**config.mk**
```make
export PLATFORM = sky130hd
export DESIGN_NAME = txmb_seq
export DESIGN_NICKNAME = d
export VERILOG_FILES = /design/src/rtl/txmb_pkg.sv /design/src/rtl/txmb_slot.sv /design/src/rtl/txmb_rdmux.sv /design/src/rtl/txmb_seq.sv
export SDC_FILE = /design/constraint.sdc
export NUM_CORES = 1
export LEC_CHECK = 0
export CAP_MARGIN = 20
export CORE_UTILIZATION = 40
export DETAILED_ROUTE_END_ITERATION = 16
export DONT_BUFFER_PORTS = 1
export PLACE_DENSITY = 0.68
export SLEW_MARGIN = 20
export SYNTH_ARGS = -nofsm -noshare
export SYNTH_HDL_FRONTEND = slang
export SYNTH_SLANG_ARGS = --single-unit
export TNS_END_PERCENT = 10
```
**constraint.sdc**
```tcl
create_clock -name clk -period 1.75 [get_ports clk]
set_input_delay 0.0875 -clock clk [delete_from_list [all_inputs] [get_ports clk]]
set_output_delay 0.0875 -clock clk [all_outputs]
set_load 0.01 [all_outputs]
```
**src/rtl/txmb_pkg.sv**
```systemverilog
package txmb_pkg;
  localparam int unsigned CODE_W = 4;
  localparam logic [CODE_W-1:0] CD_INACT   = 4'b1000;
  localparam logic [CODE_W-1:0] CD_ABORT   = 4'b1001;
  localparam logic [CODE_W-1:0] CD_ONCE    = 4'b1100;
  localparam logic [CODE_W-1:0] CD_STBY    = 4'b1010;
  localparam logic [CODE_W-1:0] CD_ANSWER  = 4'b1110;
  localparam logic [CODE_W-1:0] CD_RXEMPTY = 4'b0100;

  function automatic logic is_pending(input logic [CODE_W-1:0] c);
    return (c == CD_ONCE) || (c == CD_ANSWER);
  endfunction
endpackage

```
**src/rtl/txmb_slot.sv**
```systemverilog
module txmb_slot
  import txmb_pkg::*;
#(
  parameter int unsigned ID_W = 11
) (
  input  logic              clk,
  input  logic              rst_n,
  input  logic              abort_en,
  input  logic              done_hit,
  input  logic              wr_hit,
  input  logic [CODE_W-1:0] wr_code,
  input  logic              wr_rtr,
  input  logic [ID_W-1:0]   wr_id,
  input  logic              abort_hit,
  input  logic              active_hit,
  input  logic              rr_valid,
  input  logic [ID_W-1:0]   rr_id,
  output logic [CODE_W-1:0] code_o,
  output logic              rtr_o,
  output logic [ID_W-1:0]   id_o,
  output logic              elig_o,
  output logic              done_bad_o
);
  logic [CODE_W-1:0] code_q, code_d;
  logic              rtr_q, rtr_d;
  logic [ID_W-1:0]   id_q, id_d;
  logic              rr_match, abort_ok;

  assign rr_match = rr_valid && (code_q == CD_STBY) && !rtr_q && (id_q == rr_id);
  assign abort_ok = abort_en && abort_hit && !active_hit && code_q[3];

  always_comb begin
    code_d     = code_q;
    rtr_d      = rtr_q;
    id_d       = id_q;
    done_bad_o = 1'b0;
    if (done_hit) begin
      unique case (code_q)
        CD_ONCE:   code_d = rtr_q ? CD_RXEMPTY : CD_INACT;
        CD_ANSWER: code_d = CD_STBY;
        default:   done_bad_o = 1'b1;
      endcase
    end else if (wr_hit) begin
      code_d = ((wr_code == CD_ABORT) && !abort_en) ? CD_INACT : wr_code;
      rtr_d  = wr_rtr;
      id_d   = wr_id;
    end else if (abort_ok) begin
      code_d = CD_ABORT;
    end else if (rr_match) begin
      code_d = CD_ANSWER;
    end
  end

  always_ff @(posedge clk) begin
    if (!rst_n) begin
      code_q <= CD_INACT;
      rtr_q  <= 1'b0;
      id_q   <= '0;
    end else begin
      code_q <= code_d;
      rtr_q  <= rtr_d;
      id_q   <= id_d;
    end
  end

  assign code_o = code_q;
  assign rtr_o  = rtr_q;
  assign id_o   = id_q;
  assign elig_o = is_pending(code_q);

  assert_once_data_R3: assert property (@(posedge clk) disable iff (!rst_n)
    (done_hit && code_q == CD_ONCE && !rtr_q) |=> (code_o == CD_INACT));
  assert_once_remote_R4: assert property (@(posedge clk) disable iff (!rst_n)
    (done_hit && code_q == CD_ONCE && rtr_q) |=> (code_o == CD_RXEMPTY && $stable(id_o)));
  assert_answer_back_R6: assert property (@(posedge clk) disable iff (!rst_n)
    (done_hit && code_q == CD_ANSWER) |=> (code_o == CD_STBY));
  assert_rr_arm_R5: assert property (@(posedge clk) disable iff (!rst_n)
    (rr_match && !done_hit && !wr_hit && !abort_hit) |=> elig_o);
  assert_abort_ineligible_R7: assert property (@(posedge clk) disable iff (!rst_n)
    (abort_ok && !done_hit && !wr_hit) |=> (!elig_o && code_o == CD_ABORT));
  assert_active_no_abort_R9: assert property (@(posedge clk) disable iff (!rst_n)
    (abort_hit && active_hit && !done_hit && !wr_hit && code_q == CD_ONCE) |=> (code_o == CD_ONCE));
endmodule

```
**src/rtl/txmb_rdmux.sv**
```systemverilog
module txmb_rdmux
  import txmb_pkg::*;
#(
  parameter int unsigned N_MB = 8,
  parameter int unsigned ID_W = 11,
  localparam int unsigned IDX_W = $clog2(N_MB)
) (
  input  logic [N_MB-1:0][CODE_W-1:0] codes,
  input  logic [N_MB-1:0]             rtrs,
  input  logic [N_MB-1:0][ID_W-1:0]   ids,
  input  logic [IDX_W-1:0]            rd_idx,
  input  logic                        abort_en,
  input  logic                        tx_active,
  input  logic [IDX_W-1:0]            tx_active_idx,
  output logic [CODE_W-1:0]           rd_code,
  output logic                        rd_rtr,
  output logic [ID_W-1:0]             rd_id,
  output logic                        rd_busy
);
  assign rd_code = codes[rd_idx];
  assign rd_rtr  = rtrs[rd_idx];
  assign rd_id   = ids[rd_idx];
  assign rd_busy = abort_en && tx_active && (tx_active_idx == rd_idx);

  always_comb begin
    assert_busy_gated_R10: assert (abort_en || !rd_busy);
  end
endmodule

```
**src/rtl/txmb_seq.sv**
```systemverilog
module txmb_seq
  import txmb_pkg::*;
#(
  parameter int unsigned N_MB = 8,
  parameter int unsigned ID_W = 11,
  localparam int unsigned IDX_W = $clog2(N_MB)
) (
  input  logic              clk,
  input  logic              rst_n,
  input  logic              abort_en,
  input  logic              wr_valid,
  output logic              wr_ready,
  input  logic [IDX_W-1:0]  wr_idx,
  input  logic [CODE_W-1:0] wr_code,
  input  logic              wr_rtr,
  input  logic [ID_W-1:0]   wr_id,
  input  logic              done_valid,
  input  logic [IDX_W-1:0]  done_idx,
  input  logic              abort_req,
  input  logic [IDX_W-1:0]  abort_idx,
  input  logic              tx_active,
  input  logic [IDX_W-1:0]  tx_active_idx,
  input  logic              rr_valid,
  output logic              rr_ready,
  input  logic [ID_W-1:0]   rr_id,
  input  logic [IDX_W-1:0]  rd_idx,
  output logic [CODE_W-1:0] rd_code,
  output logic              rd_rtr,
  output logic [ID_W-1:0]   rd_id,
  output logic              rd_busy,
  output logic [N_MB-1:0]   elig,
  output logic              err_sticky
);
  logic [N_MB-1:0][CODE_W-1:0] codes;
  logic [N_MB-1:0]             rtrs;
  logic [N_MB-1:0][ID_W-1:0]   ids;
  logic [N_MB-1:0]             bad;
  logic                        wr_take;
  logic                        err_q;

  assign wr_ready = !(done_valid && (done_idx == wr_idx));
  assign wr_take  = wr_valid && wr_ready;
  assign rr_ready = 1'b1;

  for (genvar g = 0; g < N_MB; g++) begin : g_slot
    txmb_slot #(.ID_W(ID_W)) u_slot (
      .clk        (clk),
      .rst_n      (rst_n),
      .abort_en   (abort_en),
      .done_hit   (done_valid && (done_idx == IDX_W'(g))),
      .wr_hit     (wr_take && (wr_idx == IDX_W'(g))),
      .wr_code    (wr_code),
      .wr_rtr     (wr_rtr),
      .wr_id      (wr_id),
      .abort_hit  (abort_req && (abort_idx == IDX_W'(g))),
      .active_hit (tx_active && (tx_active_idx == IDX_W'(g))),
      .rr_valid   (rr_valid),
      .rr_id      (rr_id),
      .code_o     (codes[g]),
      .rtr_o      (rtrs[g]),
      .id_o       (ids[g]),
      .elig_o     (elig[g]),
      .done_bad_o (bad[g])
    );
  end

  always_ff @(posedge clk) begin
    if (!rst_n) err_q <= 1'b0;
    else if (|bad) err_q <= 1'b1;
  end
  assign err_sticky = err_q;

  txmb_rdmux #(.N_MB(N_MB), .ID_W(ID_W)) u_rd (
    .codes         (codes),
    .rtrs          (rtrs),
    .ids           (ids),
    .rd_idx        (rd_idx),
    .abort_en      (abort_en),
    .tx_active     (tx_active),
    .tx_active_idx (tx_active_idx),
    .rd_code       (rd_code),
    .rd_rtr        (rd_rtr),
    .rd_id         (rd_id),
    .rd_busy       (rd_busy)
  );

  assert_err_sticky_R8: assert property (@(posedge clk) disable iff (!rst_n)
    err_sticky |=> err_sticky);
  assert_err_set_R8: assert property (@(posedge clk) disable iff (!rst_n)
    (done_valid && !elig[done_idx]) |=> err_sticky);
  assert_wr_block_R12: assert property (@(posedge clk) disable iff (!rst_n)
    !wr_ready |-> (done_valid && done_idx == wr_idx));
  assert_elig_code_R2: assert property (@(posedge clk) disable iff (!rst_n)
    (elig[rd_idx] == (rd_code == CD_ONCE || rd_code == CD_ANSWER)));
endmodule

```
# After elaboration in Yosys (flattened, before gate mapping)
# Index checks and enable logic that the tools add are counted.
# word_totals
regBits	129
latch_bits	0
ramBits	0
rom_bits	0
inputBits	50
output_inout_bits	28
word_cells	324
n_memories	0
# op_classes
n_addsub	0
n_mul	0
div	0
magnitude_cmp	1
eq_ne	71
n_shift	0
mux	71
bitwise	8
reduce_logical	148
# op_table
op	n
4-bit two-way mux	42
4-bit == test, second input constant	25
11-bit == test	8
1-bit logical AND	85
4-bit one-hot mux with 2 select lines	8
3-bit == test, second input constant	16
11-bit binary-select mux with 3-bit select	1
2-bit AND reduction	16
4-bit nonzero test	8
3-bit by 2-bit == test with 1-bit output, second input constant	8
3-bit inequality test, second input constant	8
1-bit zero test	18
1-bit two-way mux	17
2-bit OR reduction	8
4-bit binary-select mux with 3-bit select	1
3-bit by 1-bit == test with 1-bit output, second input constant	4
3-bit zero test	4
11-bit two-way mux	1
1-bit logical OR	8
1-bit NOT	8
8-bit OR reduction	1
3-bit == test	2
3-bit by 4-bit < comparator with 1-bit output, second input constant	1
1-bit binary-select mux with 3-bit select	1

# Longest topological paths before layout
# Gate-level depths: netlist of the first run.
# logic_depth
depth_word	8
ltp_mapped	8
mapped_depth_nobuf	6

# Cells and area by module
# Synthesis of the first run repeated with hierarchy kept, for this count alone.
# unflattened
cells_unflattened	942
hier_area_um2	8091.5
# modules_own_cells
module	instances	cells_each	area_per_inst_um2	seq_area_each_um2
txmb_slot	8	101	814.5	320.3
txmb_rdmux	1	63	1102.3	0.0
txmb_seq	1	71	473.0	20.0

# Least setup slack after synthesis of the first run
# No wires, ideal clock.
# synth_timing
path_type	input-to-output
from	input rd_idx[1]
to	output rd_id[4]
t_arrival_ps	1572
t_required_ps	1662
path_slack_ps	90
cell_stages	4
n_path_buf	2
path_cell_list	clkbuf_1 > clkbuf_1 > mux4_2 > mux2_2
# synth_between
elab_chain_len	2
# synth_lines
element	line_no	text
start: declaration	txmb_seq.sv:26	input logic [IDX_W-1:0] rd_idx,
11-bit binary-select mux with 3-bit select	txmb_rdmux.sv:22	assign rd_id = ids[rd_idx];
11-bit two-way mux (not written as such)	txmb_rdmux.sv:22	
end: declaration	txmb_seq.sv:29	output logic [ID_W-1:0] rd_id,
# Every way passes these cells. The select of a mux whose other input is x is not followed.

# Final worst setup path of the first run
# layout_timing
from	register g_slot[3].u_slot.code_q[2]
to	output rd_code[2]
# layout_between
elab_chain_len	2
# layout_lines
element	line_no	text
start: declaration	txmb_slot.sv:24	logic [CODE_W-1:0] code_q, code_d;
start signal: assignment	txmb_slot.sv:60	code_q <= code_d;
4-bit binary-select mux with 3-bit select	txmb_rdmux.sv:20	assign rd_code = codes[rd_idx];
4-bit two-way mux (not written as such)	txmb_rdmux.sv:20	
end: declaration	txmb_seq.sv:27	output logic [CODE_W-1:0] rd_code,
# Every way passes these cells. The select of a mux whose other input is x is not followed.

==> results of run 1 <==
[registers in the layout, summed over array words and instances, names as in the netlist]
signal	flops
g_slot.u_slot.id_o	88
g_slot.u_slot.rtr_o	8
err_sticky	1
g_slot.u_slot.code_o	32
[layout make-up]
type                       count  share of cell area
multi-input combinational    705              0.5254
sequential                   129              0.2682
timing repair buffer         101             0.09774
clock buffer                  20             0.04585
tap                          265             0.03404
clock inverter                12             0.01837
inverter                      24            0.009376
antenna                        4            0.001027
[metrics by stage]
step	cell area, sq um	worst slack (ns)
finish	9742	-0.03058
global route	9739	-0.06614
CTS	9590	-0.02573
detailed placement	8584	-0.06908
global placement	8584	-0.05682
floorplan	8089	0.09038
[final timing paths]
kind,start,endpoint,slack (ns),cells after the start
worst min-delay path,done_idx[2],g_slot[2].u_slot.code_o[0],0.01,2
worst min register to register,g_slot[1].u_slot.id_o[9],g_slot[1].u_slot.id_o[9],0.48,2
worst max register to register,g_slot[7].u_slot.rtr_o,g_slot[7].u_slot.code_o[2],-0.01,5
worst max-delay path,g_slot[3].u_slot.code_o[2],rd_code[2],-0.03,3
[routing by layer]
| layer | up-vias | share of wire | track usage |
|---|---|---|---|
| met2 | 501 | 0.43 | 0.4165 |
| met3 | 83 | 0.14 | 0.1099 |
| met4 | 0 | 0.032 | 0.1163 |
| met1 | 3607 | 0.39 | 0.3494 |
| li1 | 3407 | - | - |
| met5 | - | 0 | 0 |
[power by group]
group / leakage (nW) / total (W) / internal, W / switching [W]
clock: 0.297 / 0.00385 / 0.00242 / 0.00142
combinational: 2.28 / 0.00105 / 0.000483 / 0.000569
sequential: 1.06 / 0.00311 / 0.00303 / 0.0000768
[kinds of logic (layout without fill, tap and decap cells)]
group / after synthesis / in the layout
multiplexers: 55 / 55
XOR/XNOR: 97 / 97
AND/OR/NAND/NOR: 348 / 348
other: 1 / 5
buffers and inverters: 111 / 157
flip-flops: 129 / 129
AO/OA/AOI/OAI: 204 / 204
[critical path: stages (launching register included)]
cell and delay [ns]:
dfxtp_2 0.32, buf_4 0.13, mux4_2 0.48, mux2_4 0.32
[layout by cell type (no fill, tap or decap), types with 5 or more instances in the layout]
| master | instances |
|---|---|
| a211oi_2 | 6 |
| a21oi_1 | 109 |
| a22oi_2 | 6 |
| and2_1 | 10 |
| buf_12 | 6 |
| buf_4 | 57 |
| buf_6 | 17 |
| clkbuf_16 | 17 |
| dfxtp_1 | 105 |
| dfxtp_2 | 24 |
| dlygate4sd3_1 | 20 |
| inv_1 | 22 |
| mux2_4 | 12 |
| mux2i_1 | 7 |
| mux4_2 | 32 |
| nand2_1 | 215 |
| nand3_1 | 5 |
| nand4_1 | 16 |
| nand4bb_1 | 6 |
| nor2_1 | 10 |
| nor2b_1 | 7 |
| nor3_1 | 13 |
| nor4_1 | 9 |
| nor4_2 | 7 |
| o21ai_0 | 27 |
| o221a_1 | 12 |
| o221ai_1 | 7 |
| o22ai_1 | 6 |
| xnor2_1 | 36 |
| xor2_1 | 59 |
[timing repair]
action | in CTS | in global routing
hold endpoints to repair | 128 | 0
resized for setup | 42 | 38
buffers inserted | 2 | 1
pin swaps | 3 | 14
endpoints found under the setup margin | 28 | 42
hold buffers | 22 | 0
==> summary.txt, run 1 <==
Run status
  – Status: finished with violations
  – Failing checks: negative setup slack

Placement
  – Hpwl dp: 19.41 mm
  – Placed cell count: 1,201
  – Placer congestion estimate: 0.9510
  – Port bufs: 0

Worst setup path
  – Crit. End Element: output pin
  – Crit path kind: flop to output pin
  – WP data arrival: 1.69 ns
  – Element type at the critical path start: flop
  – Worst EP required: 1.66 ns
  – Crit path max fanout: 4

Synthesis
  – Syn Inst Count: 945
  – Multiplexer share of the synthesized area: 0.1200
  – Sequential area share after synthesis: 0.3193
  – Synth Register Bits: 129
  – Area contributors post-synth: dfxtp_1 32%, nand2_1 10%, mux4_2 8.9%
  – Synth Area in XOR/XNOR: 0.1060
  – Fraction of registers with async set/reset: 0
  – Main flop type after synthesis: dfxtp_1
  – Largest family of logic cells by synthesized area: simple AND/OR/NAND/NOR gates
  – Net Count, Synth: 995
  – Area leader, netlist: dfxtp_1
  – Count leader, synth: nand2_1
  – Share of the synthesized area in the top cell type: 0.3193
  – Synth Area in Adders: 0
  – Post-synth EDFFs: 0
  – Compound-Gate Fraction of Synth Area: 0.1684
  – Mapped Area: 8089 sq um
  – Yosys warns: 0
  – Synth Area in Simple Gates: 0.2147
  – Syn Area/Cell: 8.560 sq um
  – Post-synth top cells: 215 x nand2_1, 129 x dfxtp_1, 112 x a21oi_1
  – Synth cell types: 73

STA
  – Tcrit/Tclk final: 1.017
  – Max Fclk: 561.6 MHz
  – Slack of the critical path: -0.03058 ns
  – Setup-violating endpoint count in the final report: 8
  – Least-Margin Pin Slew: 0.6537 ns
  – Fin crit period: 1.781 ns
  – Clock skew: 0.005390 ns
  – Max-slew headroom: 0.5632
  – Fin. Hold Viols: 0
  – Slew Limit Fails: 0
  – Worst hold slack: 0.01067 ns
  – Total negative slack: -0.1162 ns
  – Unrepaired setup endpoints after global routing: true

Drt
  – Via density: 6.030
  – Total Routed Length: 28.54 mm
  – 1st-pass router iterations: 5
  – DRC: 0
  – Final ANT Viol Nets: 0
  – Wire per inst: 22.65 um
  – DRT iter0 DRCs: 655
  – Via Count: 7,598

CTS
  – Sink Count: 129
  – Clk_lat worst skew: 0.44 ns
  – Num CTS Buffers: 17
  – CTS tree: built
  – Clock Pin Slew Worst Setup and Hold Paths: 0.06 ns
  – CTS root buffer: clkbuf_16
  – Clock buffer depth: 2
  – CTS H-tree depth: 4

Layout
  – Layout cells sized above 1: 0.2412
  – Post-layout net count: 1,028
  – Util after Layout: 0.4957
  – Area grow syn2layout: 20.43%
  – Area occupied by multi-input gates: 5119 sq um
  – Number of fill cells: 1,841
  – Finished Layout Cells: 1,260
  – Register area: 2613 sq um

Die
  – Starting Density: 0.4116
  – Die H: 144.2 um
  – Die Wd: 144.2 um
  – I/O pin count: 78
  – Core area: 19,650 sq um
  – Std cell rows: 51
  – Die ar.: 20,800 sq um

Power and ir drop
  – Maximum vdd drop: 0.9110 mV
  – Power, Total: 0.008007 W
  – Pwr per Cell Area: 821.9 nW/um^2
  – Static Leak: 3.632 nW

Global route
  – GRT Overall Usage: 0.2766
  – Global-route wire length before repair: 42.05 mm
  – Initial antenna violation count: 4
  – Largest net degree at the start of global routing: 34
  – GR Overflow Total: 0
  – Number of global-route vias before repair: 7,213

Worst hold path
  – Class of the most critical hold timing path: input port to flop

Run
  – Max cap viols: 0
No activity file was read; power rests on OpenSTA's default activity.
==> run 2, diff against run 1 <==
--- a/config.mk
+++ b/config.mk
@@ -13,5 +13,6 @@
 export SLEW_MARGIN = 20
 export SYNTH_ARGS = -nofsm -noshare
 export SYNTH_HDL_FRONTEND = slang
+export SYNTH_HIERARCHICAL = 1
 export SYNTH_SLANG_ARGS = --single-unit
 export TNS_END_PERCENT = 10
==> constraint.sdc (replaced) <==
create_clock -name clk -period 1.75 [get_ports clk]
set_input_delay 0.175 -clock clk [delete_from_list [all_inputs] [get_ports clk]]
set_output_delay 0.175 -clock clk [all_outputs]
set_load 0.01 [all_outputs]
==> run 2 against run 1 <==
The flow still finishes with violations (negative setup slack). Sequential power hardly changed. Count of clock-buffer cells in the layout is 3 lower. Final cell count is 0.40% higher. Non-clock buffer count is 37 lower. Synthesized area hardly changed. Setup slack worse by 0.00083 ns. Utilization is 2.0 points lower. Synthesized cell count is 0.32% lower. Wire length is 11% lower. Combinational power is 16% lower.
==> summary.txt, run 2 <==
Run status
  – Status: finished with violations
  – Failing checks: negative setup slack

Worst setup path
  – Crit path kind: flop to output pin
  – CP Launch Point: g_slot[4].u_slot/code_o[1]
  – CP Buf/Inv Count: 0 (-1)
  – Worst path cell trace: mux4_2 > mux2_4
  – Worst EP required: 1.57 ns (-0.09 ns)
  – Crit. End Element: output pin
  – Crit-path leading delay family: multiplexers
  – Worst Reg-to-Reg Cells: 5 (unchanged)
  – Crit-path max cell delay: 0.50 ns (+0.02 ns)
  – Worst reg2reg endpoint: g_slot[2].u_slot/code_o[2]
  – WP data arrival: 1.61 ns (-0.08 ns)
  – Element type at the critical path start: flop
  – Flop-to-flop setup slack: 0.10 ns (+0.11 ns)
  – Crit path max fanout: 4 (unchanged)
  – CP max-delay cell: mux4_2
  – Reg-to-Reg Start: g_slot[2].u_slot/code_o[3]

STA
  – Unrepaired setup endpoints after global routing: true
  – Slew Limit Fails: 0 (unchanged)
  – Tcrit/Tclk final: 1.018 (about the same)
  – Worst hold slack: 0.01435 ns (+0.003685 ns)
  – Total negative slack: -0.1675 ns (-0.05131 ns)
  – Slack of the critical path: -0.03141 ns (-0.0008287 ns)
  – Clock skew: 0.007309 ns (+0.001919 ns)
  – Max Fclk: 561.4 MHz (about the same)
  – Setup-violating endpoint count in the final report: 12 (+4)
  – Least-Margin Pin Slew: 0.5750 ns (-0.07876 ns)
  – Fin. Hold Viols: 0 (unchanged)
  – Fin crit period: 1.781 ns (+0.0008287 ns)
  – Max-slew headroom: 0.6154 (+0.05219)

Placement
  – Placer congestion estimate: 0.8919 (-6.2%)
  – Placed cell count: 1,216 (+1.2%)
  – Placed cell area: 8581 sq um (about the same)
  – Dpl ws: 0.03942 ns (+0.1085 ns)
  – Hpwl dp: 18.17 mm (-6.4%)
  – Port bufs: 0 (unchanged)

Worst hold path
  – Hold Path Origin: wr_code[2]
  – Hold path depth: 3 (+1)
  – Class of the most critical hold timing path: input port to flop
  – Endpoint, Worst Hold: g_slot[0].u_slot/code_o[2]

Die
  – Std cell rows: 51 (unchanged)
  – Die Wd: 144.2 um (about the same)
  – Starting Density: 0.4117 (about the same)
  – Core area: 19,650 sq um (unchanged)
  – Die H: 144.2 um (about the same)
  – I/O pin count: 78 (unchanged)
  – Die ar.: 20,800 sq um (about the same)

Power and ir drop
  – Static Leak: 3.030 nW (-17%)
  – Maximum vdd drop: 0.7465 mV (-18%)
  – Pwr per Cell Area: 800.5 nW/um^2 (-2.6%)

Drt
  – 1st-pass router iterations: 7 (+2)
  – Wire per inst: 20.13 um (-11%)
  – DRT iter0 DRCs: 689 (+5.2%)
  – Final ANT Viol Nets: 0 (unchanged)
  – Via Count: 7,451 (-1.9%)
  – Total Routed Length: 25.46 mm (-11%)
  – DRC: 0 (unchanged)
  – Via density: 5.890 (-2.3%)

Layout
  – Layout cells sized above 1: 0.2162 (-0.02495)
  – Most frequent cells in the layout: 207 x nand2_1, 112 x a21oi_1, 88 x xnor2_1
  – Finished Layout Cells: 1,265 (+0.40%)
  – Final instance area: 9355 sq um (-4.0%)
  – Area grow syn2layout: 15.62%
  – Post-layout net count: 1,036 (+0.78%)
  – Most common cell after layout, fill and taps aside: nand2_1
  – Largest register FFs: 88 (unchanged)

Synthesis
  – Area leader, netlist: dfxtp_1
  – Synth Register Bits: 129 (unchanged)
  – Sequential area share after synthesis: 0.3192 (about the same)
  – Yosys warns: 6 (+6)
  – Post-synth top cells: 207 x nand2_1, 129 x dfxtp_1, 112 x a21oi_1
  – Mapped Area: 8092 sq um (about the same)
  – Synth cell types: 42 (-42%)
  – Post-synth EDFFs: 0 (unchanged)
  – Net Count, Synth: 992 (-0.30%)
  – Area contributors post-synth: dfxtp_1 32%, nand2_1 9.6%, xnor2_1 9.5%
  – Share of the synthesized area in the top cell type: 0.3192 (about the same)
  – Count leader, synth: nand2_1
  – Syn Inst Count: 942 (-0.32%)
  – Main flop type after synthesis: dfxtp_1
  – Fraction of registers with async set/reset: 0 (unchanged)
  – Syn Area/Cell: 8.590 sq um (+0.35%)

Global route
  – Largest net degree at the start of global routing: 34 (unchanged)
  – Number of global-route vias before repair: 6,783 (-6.0%)
  – Initial antenna violation count: 3 (-1)
  – GRT Overall Usage: 0.2458 (-0.03081)
  – GR Overflow Total: 0 (unchanged)
  – Global-route wire length before repair: 37.95 mm (-9.7%)

CTS
  – CTS root buffer: clkbuf_16
  – Clock Pin Slew Worst Setup and Hold Paths: 0.06 ns (about the same)
  – CTS H-tree depth: 4 (unchanged)
  – CTS tree: built
  – Total setup buffers inserted after CTS: 0 (-2)
  – Sink Count: 129 (unchanged)
  – Clock buffer depth: 2 (unchanged)
  – Clk_lat worst skew: 0.44 ns (about the same)
  – Num CTS Buffers: 17 (unchanged)

Run
  – Max cap viols: 0 (unchanged)
==> run 2: cell types whose count changed after synthesis, sizes merged, moves of 15 or more <==
cell / change
nor2b: +16
a311oi: +15
buf: -34
nand3: +27
nand2b: +21
xor2: -57
o21ai: -19
xnor2: +54
nor2: +41
==> run 2: metrics by stage <==
stage | power [W] | util
final | 0.007489 | 0.4760
after CTS | 0.007494 | 0.4753
after global routing | 0.007725 | 0.4759
after global placement | 0.003913 | 0.4366
after floorplan | 0.003790 | -
after detailed placement | 0.003928 | 0.4366
==> run 2: layout make-up <==
type                       instances  area [sq um]
timing repair buffer              64         558.0
sequential                       129          2649
fill                            1874         10300
antenna                            1         2.502
inverter                          33         123.9
tap                              265         331.6
clock buffer                      17         425.4
clock inverter                    15         150.1
multi-input combinational        741          5115
==> run 2: worst max-delay path by stage <==
stage / end / slack (ns) / cells after the start
floorplan: g_slot[0].u_slot/code_o[0] / -0.02 / 7
global placement: g_slot[7].u_slot/id_o[5] / 0.12 / 6
detailed placement: g_slot[7].u_slot/id_o[10] / 0.04 / 6
CTS: rd_code[1] / -0.02 / 2
global route: rd_code[0] / -0.04 / 2
finish: rd_code[1] / -0.03 / 2
==> run 2: what timing repair did <==
item | in CTS | in global routing
hold buffers | 16 | 0
gates resized for setup | 76 | 16
endpoints found under the hold margin | 118 | 0
cloned | 0 | 0
setup endpoints to repair | 17 | 16
==> run 2: power breakdown <==
part | leakage [nW] | total (W) | switching, W | internal, W
registers | 1.06 | 0.00311 | 0.0000929 | 0.00302
clock network | 0.275 | 0.00350 | 0.00150 | 0.00199
logic | 1.69 | 0.000879 | 0.000453 | 0.000426
total | 3.03 | 0.00749 | 0.00205 | 0.00544
==> run 2: logic make-up (layout without fill, tap and decap cells) <==
logic type	count (synthesis)	after routing	synth area share
XOR/XNOR	94	94	0.1045
AND/OR/NAND/NOR	421	421	0.2570
multiplexers	48	48	0.1229
other	1	2	0.0004634
AO/OA/AOI/OAI	177	177	0.1489
buffers and inverters	72	129	0.04701
flip-flops	129	129	0.3192
==> run 2: routing by layer <==
metal	wire length (um)	part of all wire	global-route usage
met5	29	0.0011	0
met4	1110	0.044	0.1296
met3	2038	0.080	0.05960
met2	12000	0.47	0.4010
met1	10290	0.40	0.2993
==> run 2: worst min-delay path: stages <==
cell	delay, ns
nand2_1	0.05
a221oi_1	0.07
o21a_1	0.10
